--- src/rtl/vlg_pkg.sv ---
package vlg_pkg;
  typedef enum logic {STD_525 = 1'b0, STD_625 = 1'b1} tv_std_e;

  function automatic int pick(input tv_std_e s, input int v525, input int v625);
    return (s == STD_625) ? v625 : v525;
  endfunction
endpackage

--- src/rtl/vlg_edge.sv ---
module vlg_edge (
  input  logic clk,
  input  logic rst_n,
  input  logic level,
  output logic rise
);
  logic level_q;
  always_ff @(posedge clk or negedge rst_n)
    if (!rst_n) level_q <= 1'b0;
    else        level_q <= level;
  assign rise = level & ~level_q;
endmodule

--- src/rtl/vlg_timeout.sv ---
module vlg_timeout
  import vlg_pkg::*;
#(
  parameter int CW    = 9,
  parameter int LIM_A = 301,
  parameter int LIM_B = 360
) (
  input  logic    clk,
  input  logic    rst_n,
  input  tv_std_e std,
  input  logic    line_stb,
  input  logic    restart,
  output logic    fire
);
  logic [CW-1:0] cnt;
  logic [CW-1:0] last;
  assign last = CW'(pick(std, LIM_A, LIM_B) - 1);
  assign fire = line_stb & ~restart & (cnt == last);

  always_ff @(posedge clk or negedge rst_n)
    if (!rst_n)                         cnt <= '0;
    else if (restart)                   cnt <= '0;
    else if (line_stb && cnt != last)   cnt <= cnt + 1'b1;
endmodule

--- src/rtl/vlg_auxcnt.sv ---
module vlg_auxcnt
  import vlg_pkg::*;
#(
  parameter int CW    = 9,
  parameter int PER_A = 269,
  parameter int PER_B = 321
) (
  input  logic    clk,
  input  logic    rst_n,
  input  tv_std_e std,
  input  logic    line_stb,
  input  logic    realign,
  output logic    wrap
);
  logic [CW-1:0] cnt;
  logic [CW-1:0] last;
  assign last = CW'(pick(std, PER_A, PER_B) - 1);
  assign wrap = line_stb & ~realign & (cnt == last);

  always_ff @(posedge clk or negedge rst_n)
    if (!rst_n)        cnt <= '0;
    else if (realign)  cnt <= '0;
    else if (line_stb) cnt <= (cnt == last) ? '0 : cnt + 1'b1;
endmodule

--- src/rtl/vsync_loss_guard.sv ---
module vsync_loss_guard
  import vlg_pkg::*;
#(
  parameter int TMO_525  = 301,
  parameter int TMO_625  = 360,
  parameter int FREE_525 = 269,
  parameter int FREE_625 = 321
) (
  input  logic clk,
  input  logic rst_n,
  input  logic line_stb,
  input  logic vsync,
  input  logic pal_sel,
  input  logic wide_req,
  output logic no_sig,
  output logic vref,
  output logic wide_en,
  output logic pd_oe,
  output logic hfree
);
  localparam int MAXV = (TMO_625 > TMO_525) ? TMO_625 : TMO_525;
  localparam int CW   = $clog2(MAXV + 1);

  tv_std_e std;
  logic    vs_rise, tmo_fire, aux_wrap, real_take, ns_next, free_run;

  assign std = tv_std_e'(pal_sel);

  vlg_edge u_edge (.clk(clk), .rst_n(rst_n), .level(vsync), .rise(vs_rise));

  vlg_timeout #(.CW(CW), .LIM_A(TMO_525), .LIM_B(TMO_625)) u_tmo (
    .clk(clk), .rst_n(rst_n), .std(std), .line_stb(line_stb),
    .restart(vs_rise), .fire(tmo_fire));

  vlg_auxcnt #(.CW(CW), .PER_A(FREE_525), .PER_B(FREE_625)) u_aux (
    .clk(clk), .rst_n(rst_n), .std(std), .line_stb(line_stb),
    .realign(real_take), .wrap(aux_wrap));

  // A vsync edge is taken as a real field start unless free running is
  // active and the flag is still set (that edge only recovers the flag).
  assign real_take = vs_rise & (~free_run | ~no_sig);
  assign ns_next   = vs_rise ? 1'b0 : (no_sig | tmo_fire);

  always_ff @(posedge clk or negedge rst_n)
    if (!rst_n) begin
      no_sig   <= 1'b0;
      free_run <= 1'b0;
      vref     <= 1'b0;
      wide_en  <= 1'b0;
      pd_oe    <= 1'b0;
    end else begin
      no_sig  <= ns_next;
      vref    <= real_take | (aux_wrap & (free_run | no_sig));
      wide_en <= wide_req & ~ns_next;
      pd_oe   <= ~ns_next;
      if (real_take)              free_run <= 1'b0;
      else if (aux_wrap & no_sig) free_run <= 1'b1;
    end

  assign hfree = no_sig;
endmodule

--- config.mk ---
export PLATFORM = sky130hd
export DESIGN_NAME = vsync_loss_guard
export DESIGN_NICKNAME = d
export VERILOG_FILES = /design/src/rtl/vlg_pkg.sv /design/src/rtl/vlg_edge.sv /design/src/rtl/vlg_timeout.sv /design/src/rtl/vlg_auxcnt.sv /design/src/rtl/vsync_loss_guard.sv
export SDC_FILE = /design/constraint.sdc
export NUM_CORES = 1
export LEC_CHECK = 0
export BUFFER_PORTS_ARGS = -buffer_cell sky130_fd_sc_hd__buf_2
export CAP_MARGIN = 20
export CELL_PAD_IN_SITES_DETAIL_PLACEMENT = 1
export CELL_PAD_IN_SITES_GLOBAL_PLACEMENT = 2
export CORE_MARGIN = 2
export CORE_UTILIZATION = 40
export DETAILED_ROUTE_END_ITERATION = 6
export PLACE_DENSITY = 0.86
export RECOVER_POWER = 25
export SLEW_MARGIN = 10
export SYNTH_ARGS = -nofsm -noshare
export SYNTH_HDL_FRONTEND = slang
export SYNTH_SLANG_ARGS = --single-unit
--- constraint.sdc ---
create_clock -name clk -period 2.8 [get_ports clk]
set_clock_uncertainty 0.05 [all_clocks]
set_input_delay 0.14 -clock clk [delete_from_list [all_inputs] [get_ports clk]]
set_output_delay 0.14 -clock clk [all_outputs]
set_load 0.01 [all_outputs]
; Yosys cells after proc, flatten, opt, wreduce, memory -nomap -nowiden
; Cells that the tools add are included.
[word_totals]
register_bits = 24
inputBits = 6
output_inout_bits = 5
wordCells = 48
[op_classes]
add_sub_neg = 4
eq_ne = 3
mux = 10
bitwise = 19
n_reduce_logical = 4
[ops]
columns = operator, n
row1 = $mux 9, 5
row2 = $add 9x1->9 const B, 2
row3 = $eq 9x9->1, 2
row4 = $sub 9x2->9 const B, 2
row5 = $mux 7, 2
row6 = $and 1x1->1, 9
row7 = $ne 9x9->1, 1
row8 = $not 1->1, 6
row9 = $reduce_bool 2->1, 3
row10 = $or 1x1->1, 4
row11 = $mux 1, 3
row12 = $logic_and 1x1->1, 1

; Logic depth before layout (Yosys ltp)
; Gate-level depths: netlist of the first run.
[depth]
ltp_word = 9
mapped_depth = 5
mapped_depth_nobuf = 5

; Cells and area by module
; A second synthesis of the first run with hierarchy kept.
[hier_totals]
hier_cells = 144
hier_area_um2 = 1366.3
[modules_own_cells]
columns = mod, n_inst, cells_per_inst, area_per_inst_um2, seq_area_each_um2
row1 = vlg_timeout, 1, 62, 579.3, 225.2
row2 = vlg_auxcnt, 1, 65, 554.3, 225.2
row3 = vsync_loss_guard, 1, 15, 193.9, 125.1
row4 = vlg_edge, 1, 2, 38.8, 25.0

; Worst setup path after synthesis of the first run
; No wires, ideal clock.
[synth_path]
kind = reg2reg
startpoint = register u_tmo.cnt[6]
endpoint = register u_tmo.cnt[1]
setup_time_ps = 120
t_arrival_ps = 1429
required_ps = 2630
slack_ps = 1200
stages_incl_launch_ff = 5
n_path_buf = 0
synth_period_minus_slack_ps = 1600
path_cell_list = dfrtp_1 or4b_4 o22ai_4 nand2_1 a41o_1
[synth_via]
elab_chain_len = 3
[synth_rtl]
columns = item, line_no
row1 = from (decl), vlg_timeout.sv:15  ; logic [CW-1:0] cnt;
row2 = from (signal assigned), vlg_timeout.sv:23  ; else if (line_stb && cnt != last) cnt <= cnt + 1'b1;
row3 = $ne 9x9->1, vlg_timeout.sv:23
row4 = $logic_and 1x1->1, vlg_timeout.sv:23
row5 = $reduce_bool 2->1 (no line), -
; No other way between the ends.
; A chain may end at the register's enable or synchronous reset.

; Final worst setup path of the first run
; Same ends and word-level chain as after synthesis.

==> results.sh, run 1 <==
export IMPL_outcome="finished, final reports clean"
export IMPL_hold_viol=0
export IMPL_leakagePower_nw=0.614
export IMPL_cts_resized=0
export IMPL_drtIter0Drc=16
export IMPL_wl_mm=2.94
export IMPL_ys_seq_area_frac=0.461
export IMPL_die_h_um=61.1
export IMPL_drive_gt1_frac=0.156
export IMPL_power_internal_mw=0.552
export IMPL_ys_flop_type="dfrtp_1"
export IMPL_max_slew_margin=0.148
export IMPL_utilization=0.479
export IMPL_drv_slew=0
export IMPL_tightest_slew_ns=1.28
export IMPL_synthCells=133
export IMPL_yosys_register_bits=24
export IMPL_p_switching_mw=0.187
export IMPL_gp_congestion=0.783
export IMPL_worstPathRequired_ns=2.98
export IMPL_syn_avg_cell_area_um2=9.79
export IMPL_grt_total_usage=0.190
export IMPL_numClockSinks=24
export IMPL_powerDensity_nw_per_um2=501
export IMPL_vias_per_cell=5.61
export IMPL_fillers=369
export IMPL_synthToLayoutAreaGrowth_pct=13.3
export IMPL_start_util=0.423
export IMPL_crit_path_max_fanout=7
export IMPL_power_total_mw=0.739
export IMPL_reg2reg_slack_ns=1.08
export IMPL_grt_pass1_wl_mm=5.22
export IMPL_grt_setup_unrepaired="no"
export IMPL_grt_max_degree=25
export IMPL_first_pass_iters=4
export IMPL_cts_tree="done"
export IMPL_crit_path_start_kind="flip-flop"
export IMPL_slowest_delay_ns=0.55
export IMPL_wl_per_cell_um=15.4
export IMPL_diodes=0
export IMPL_synth_area_um2=1300
export IMPL_clockBufferDepth=2
export IMPL_crit_type="reg -> reg"
export IMPL_antenna_found_initial=0
export IMPL_io_pins=11
export IMPL_yosysUniqueCellTypes=42
export IMPL_core_um2=3080
export IMPL_syn_num_nets=142
export IMPL_drc=0
export IMPL_first_global_vias=1137
export IMPL_cts_max_level=1
export IMPL_peakVddDrop_uv=214
export IMPL_setup_tns_ns=0
export IMPL_routed_via_count=1071
export IMPL_fp_dieArea_um2=3730
export IMPL_cp_data_arrival_time_ns=1.89
export IMPL_finalCritPeriodShare=0.613
export IMPL_grt_ovfl_total=0
export IMPL_die_w_um=61.1
export IMPL_crit_buf_inv=0
export IMPL_synth_edf_count=0
export IMPL_numCtsBuffers=3
export IMPL_setup_viol=0
export IMPL_num_rows=20
export IMPL_fin_crit_ns=1.72
export IMPL_setup_worst_path_end_class="flip-flop"
export IMPL_clk_pin_slew_ns=0.14
export IMPL_p_sw_frac=0.253
export IMPL_nets=157
export IMPL_slowest_stage="or4b_4"
export IMPL_crit_chain="or4b_4, o22ai_4, nand2_1, a41o_1"
export IMPL_max_freq_ghz=0.583
export IMPL_clock_latency_ns=0.32
export IMPL_yosysWarnings=0
export IMPL_comb_power_share=0.121
export IMPL_hp_class="in -> reg"
export IMPL_p_seq_frac=0.538
export IMPL_hpwl_mm=2.23
export IMPL_synthArstFlopShare=1.00
export IMPL_clkPwrFrac=0.341
export IMPL_dpl_cell_area_um2=1400
export IMPL_io_buffers=10
export IMPL_drv_cap=0
export IMPL_path_delay_family="simple AND/OR/NAND/NOR gates"
export IMPL_final_area_um2=1480
export IMPL_cts_root_buf="clkbuf_4"
export IMPL_ant_nets=0
## cell usage after synthesis, types with 2 or more instances
cell      count  area [µm²]
nand4_1       3        18.8
a31oi_1       2        12.5
nand3_1       5        25.0
nor2_1        4        15.0
nor2b_1       3        18.8
o31ai_1       3        22.5
o211ai_1      4        30.0
o21ai_0       8        40.0
nor3_1        3        15.0
dfrtp_1      24         601
and4bb_2      2        25.0
nand2_1      21        78.8
and2_1        3        18.8
and3_1        2        12.5
inv_1         6        22.5
a21oi_1       8        40.0
xnor2_1       4        35.0
clkbuf_1      2        7.51
ha_1          3        37.5
## layout make-up
cell class,count,area [µm²],area share
Clock buffer,3,22.5,0.0153
Tap cell,44,55.1,0.0373
Timing Repair Buffer,14,85.1,0.0577
Sequential cell,24,601,0.407
Clock inverter,1,30.0,0.0204
Multi-Input combinational cell,99,659,0.447
Inverter,6,22.5,0.0153
## state kept, by name (all words and copies together) (netlist names)
name,cells
free_run,1
wide_en,1
hfree,1
u_aux.cnt,9
pd_oe,1
u_edge.level_q,1
u_tmo.cnt,9
vref,1
## power by group through the flow
stage | logic [mW] | clock network [mW] | registers, mW
after floorplan | 0.0581 | 0 | 0.397
after global routing | 0.105 | 0.277 | 0.401
after global placement | 0.0844 | 0 | 0.401
final | 0.0894 | 0.252 | 0.397
after detailed placement | 0.0877 | 0 | 0.404
after CTS | 0.0916 | 0.265 | 0.397
## cells in the final DEF (no fill, tap or decap), types with 4 or more instances in the layout
master / instances
a21oi_1: 8
buf_2: 8
dfrtp_1: 24
inv_1: 6
nand2_1: 21
nand3_1: 5
nor2_1: 4
o211ai_1: 4
o21ai_0: 8
xnor2_1: 4
## tightest hold or removal path, cell delays in order
cell and delay [ns]:
buf_2 0.18, nand3_1 0.09, nand2_1 0.05
## worst paths after layout
check,startpoint,endpoint,depth (start not counted)
setup / recovery,u_tmo.cnt[6],u_tmo.cnt[1],4
hold / removal,line_stb,free_run,3
setup reg to reg,u_tmo.cnt[6],u_tmo.cnt[1],4
hold reg to reg,u_aux.cnt[7],u_aux.cnt[7],1
max in group asynchronous,rst_n,u_aux.cnt[0],2
min in group asynchronous,rst_n,u_tmo.cnt[6],2
## routing by layer
metal / wire (µm) / global-route usage / vias to the layer above
met5: 0 / 0 / -
met4: 41 / 0.0559 / 0
met3: 76 / 0.0483 / 4
met2: 1450 / 0.321 / 11
met1: 1370 / 0.242 / 539
li1: - / - / 517
## kinds of logic after synthesis
group | share of synthesized area
AO/OA/AOI/OAI | 0.210
XOR/XNOR | 0.0336
AND/OR/NAND/NOR | 0.233
adder cells (fa/ha/maj) | 0.0288
buffers and inverters | 0.0327
flip-flops | 0.461
## through the flow
step / std cells / hold WS (ns) / setup WS [ns]
2_1_floorplan: 133 / -0.206 / 1.20
3_3_place_gp: 184 / 0.110 / 1.13
3_5_place_dp: 184 / 0.105 / 1.10
4_1_cts: 191 / 0.0870 / 1.08
5_1_grt: 191 / 0.112 / 0.974
6_report: 191 / 0.109 / 1.08
## what timing repair did
action | in CTS | in global routing
endpoints found under the hold margin | 26 | 0
setup buffers | 0 | 0
hold buffers | 3 | 0
No activity file was read; power rests on OpenSTA's default activity.
==> inputs of run 2 (changes only) <==
CORE_UTILIZATION = 37   (was 40)
PLACE_DENSITY = 0.81   (was 0.86)
clock period = 1.7 ns   (was 2.8 ns; I/O delays follow)
==> run 2 against run 1 <==
  * Combinational power rose by 130%
  * Maximum frequency up 5.6%
  * Hold slack got worse by 0.048 ns
  * Die area is 7.6% higher
  * Power rose by 71%
  * First-iteration DRC count increased to 3.9 times the previous value
  * Clock power increased by 67%
  * Final area up 5.1%
  * Wire length is 6.5% higher
==> results.sh, run 2 (same netlist as run 1, synthesis figures left out) <==
export IMPL_p_sw_frac=0.258
export IMPL_clock_latency_ns=0.32
export IMPL_core_um2=3360
export IMPL_hpwl_mm=2.39
export IMPL_fillers=421
export IMPL_first_pass_iters=4
export IMPL_power_internal_mw=0.936
export IMPL_hp_class="in -> reg"
export IMPL_grt_ovfl_total=0
export IMPL_worstPathRequired_ns=1.88
export IMPL_numClockSinks=24
export IMPL_io_buffers=10
export IMPL_setup_viol=0
export IMPL_drive_gt1_frac=0.212
export IMPL_routed_via_count=1095
export IMPL_vias_per_cell=5.42
export IMPL_drtIter0Drc=62
export IMPL_synthToLayoutAreaGrowth_pct=19.0
export IMPL_hold_viol=0
export IMPL_nets=166
export IMPL_layout_cells_non_filler=202
export IMPL_fin_hold_ws_ns=0.0605
export IMPL_setup_worst_path_end_class="flip-flop"
export IMPL_outcome="finished, final reports clean"
export IMPL_power_total_mw=1.26
export IMPL_powerDensity_nw_per_um2=813
export IMPL_place_inst=195
export IMPL_crit_path_start_kind="flip-flop"
export IMPL_top_regs="u_aux.cnt: 9 flops, u_tmo.cnt: 9 flops"
export IMPL_p_switching_mw=0.325
export IMPL_gp_congestion=0.807
export IMPL_grt_pass1_wl_mm=5.55
export IMPL_crit_type="reg -> reg"
export IMPL_max_slew_margin=0.0924
export IMPL_fin_crit_ns=1.63
export IMPL_drv_cap=0
export IMPL_diodes=0
export IMPL_antenna_found_initial=0
export IMPL_drv_slew=0
export IMPL_cts_tree="done"
export IMPL_grt_max_degree=25
export IMPL_clk_pin_slew_ns=0.14
export IMPL_clkPwrFrac=0.334
export IMPL_crit_path_max_fanout=5
export IMPL_start_util=0.387
export IMPL_p_seq_frac=0.502
export IMPL_final_cell_mix="dfrtp_1, nand2_1, buf_4"
export IMPL_wl_per_cell_um=15.5
export IMPL_r2r_start="u_tmo.cnt[6]"
export IMPL_grt_total_usage=0.174
export IMPL_final_common_cell="dfrtp_1"
export IMPL_first_global_vias=1199
export IMPL_die_h_um=63.3
export IMPL_leakagePower_nw=0.662
export IMPL_ant_nets=0
export IMPL_utilization=0.461
export IMPL_wl_mm=3.13
export IMPL_hold_start="line_stb"
export IMPL_die_w_um=63.3
export IMPL_max_freq_ghz=0.615
export IMPL_clockBufferDepth=2
export IMPL_io_pins=11
export IMPL_fp_dieArea_um2=4010
export IMPL_comb_power_share=0.165
export IMPL_drc=0
export IMPL_tightest_slew_ns=1.36
export IMPL_crit_start="u_tmo.cnt[6]"
export IMPL_cts_max_level=1
export IMPL_cp_data_arrival_time_ns=1.80
export IMPL_setup_tns_ns=0
export IMPL_numCtsBuffers=3
export IMPL_peakVddDrop_uv=460
export IMPL_finalCritPeriodShare=0.956
export IMPL_num_rows=21
export IMPL_cts_root_buf="clkbuf_4"
export IMPL_grt_setup_unrepaired="no"
run 2: cell types whose count changed in the layout (fill, tap and decap cells not counted), sizes merged:
cell and delta:
buf +9
run 2: power groups by stage:
stage                     sequential, mW  combinational [mW]  clock, mW
after CTS                          0.632               0.211      0.425
after global placement             0.640               0.196          0
after floorplan                    0.653              0.0957          0
final                              0.632               0.208      0.421
after detailed placement           0.643               0.205          0
after global routing               0.639               0.232      0.449
run 2: repair_timing:
item                                    in CTS  in global routing
hold buffers                                 3                  0
gates resized for setup                      0                  1
setup buffers                                0                  0
endpoints found under the setup margin       0                  2
endpoints found under the hold margin       26                  0
run 2: cell type report:
class	count	area (µm²)	share of cell area
flip-flops and latches	24	601	0.387
repair buffers	23	153	0.0985
multi-input cells	99	664	0.429
clock buffers	3	22.5	0.0145
clock inverters	1	30.0	0.0194
well taps	46	57.6	0.0371
inverters	6	22.5	0.0145
run 2: per-layer routing:
| layer | vias up | routed length (µm) | global-route usage |
|---|---|---|---|
| li1 | 539 | - | - |
| met1 | 541 | 1470 | 0.232 |
| met2 | 13 | 1580 | 0.296 |
| met3 | 2 | 66 | 0.0179 |
| met4 | 0 | 15 | 0.0571 |
| met5 | - | 0 | 0 |
run 2: final timing paths:
kind / slack, ns / cells after the start / to
max in group asynchronous: 0.28 / 2 / u_aux.cnt[8]
worst max register to register: 0.07 / 4 / u_tmo.cnt[1]
worst max-delay path: 0.07 / 4 / u_tmo.cnt[1]
min in group asynchronous: 0.54 / 2 / u_aux.cnt[7]
worst min-delay path: 0.06 / 3 / free_run
worst min register to register: 0.48 / 1 / vref
run 2: worst max-delay path, stage by stage (launching register included):
cell and delay [ns]:
dfrtp_1 0.41, or4b_4 0.54, o22ai_4 0.19, nand2_1 0.10, a41o_1 0.25
run 2: through the flow:
stage	setup slack [ns]	area, µm²
2_1_floorplan	0.100	1300
5_1_grt	0.0107	1550
4_1_cts	0.0336	1550
6_report	0.0746	1550
3_3_place_gp	0.112	1470
3_5_place_dp	0.0612	1470
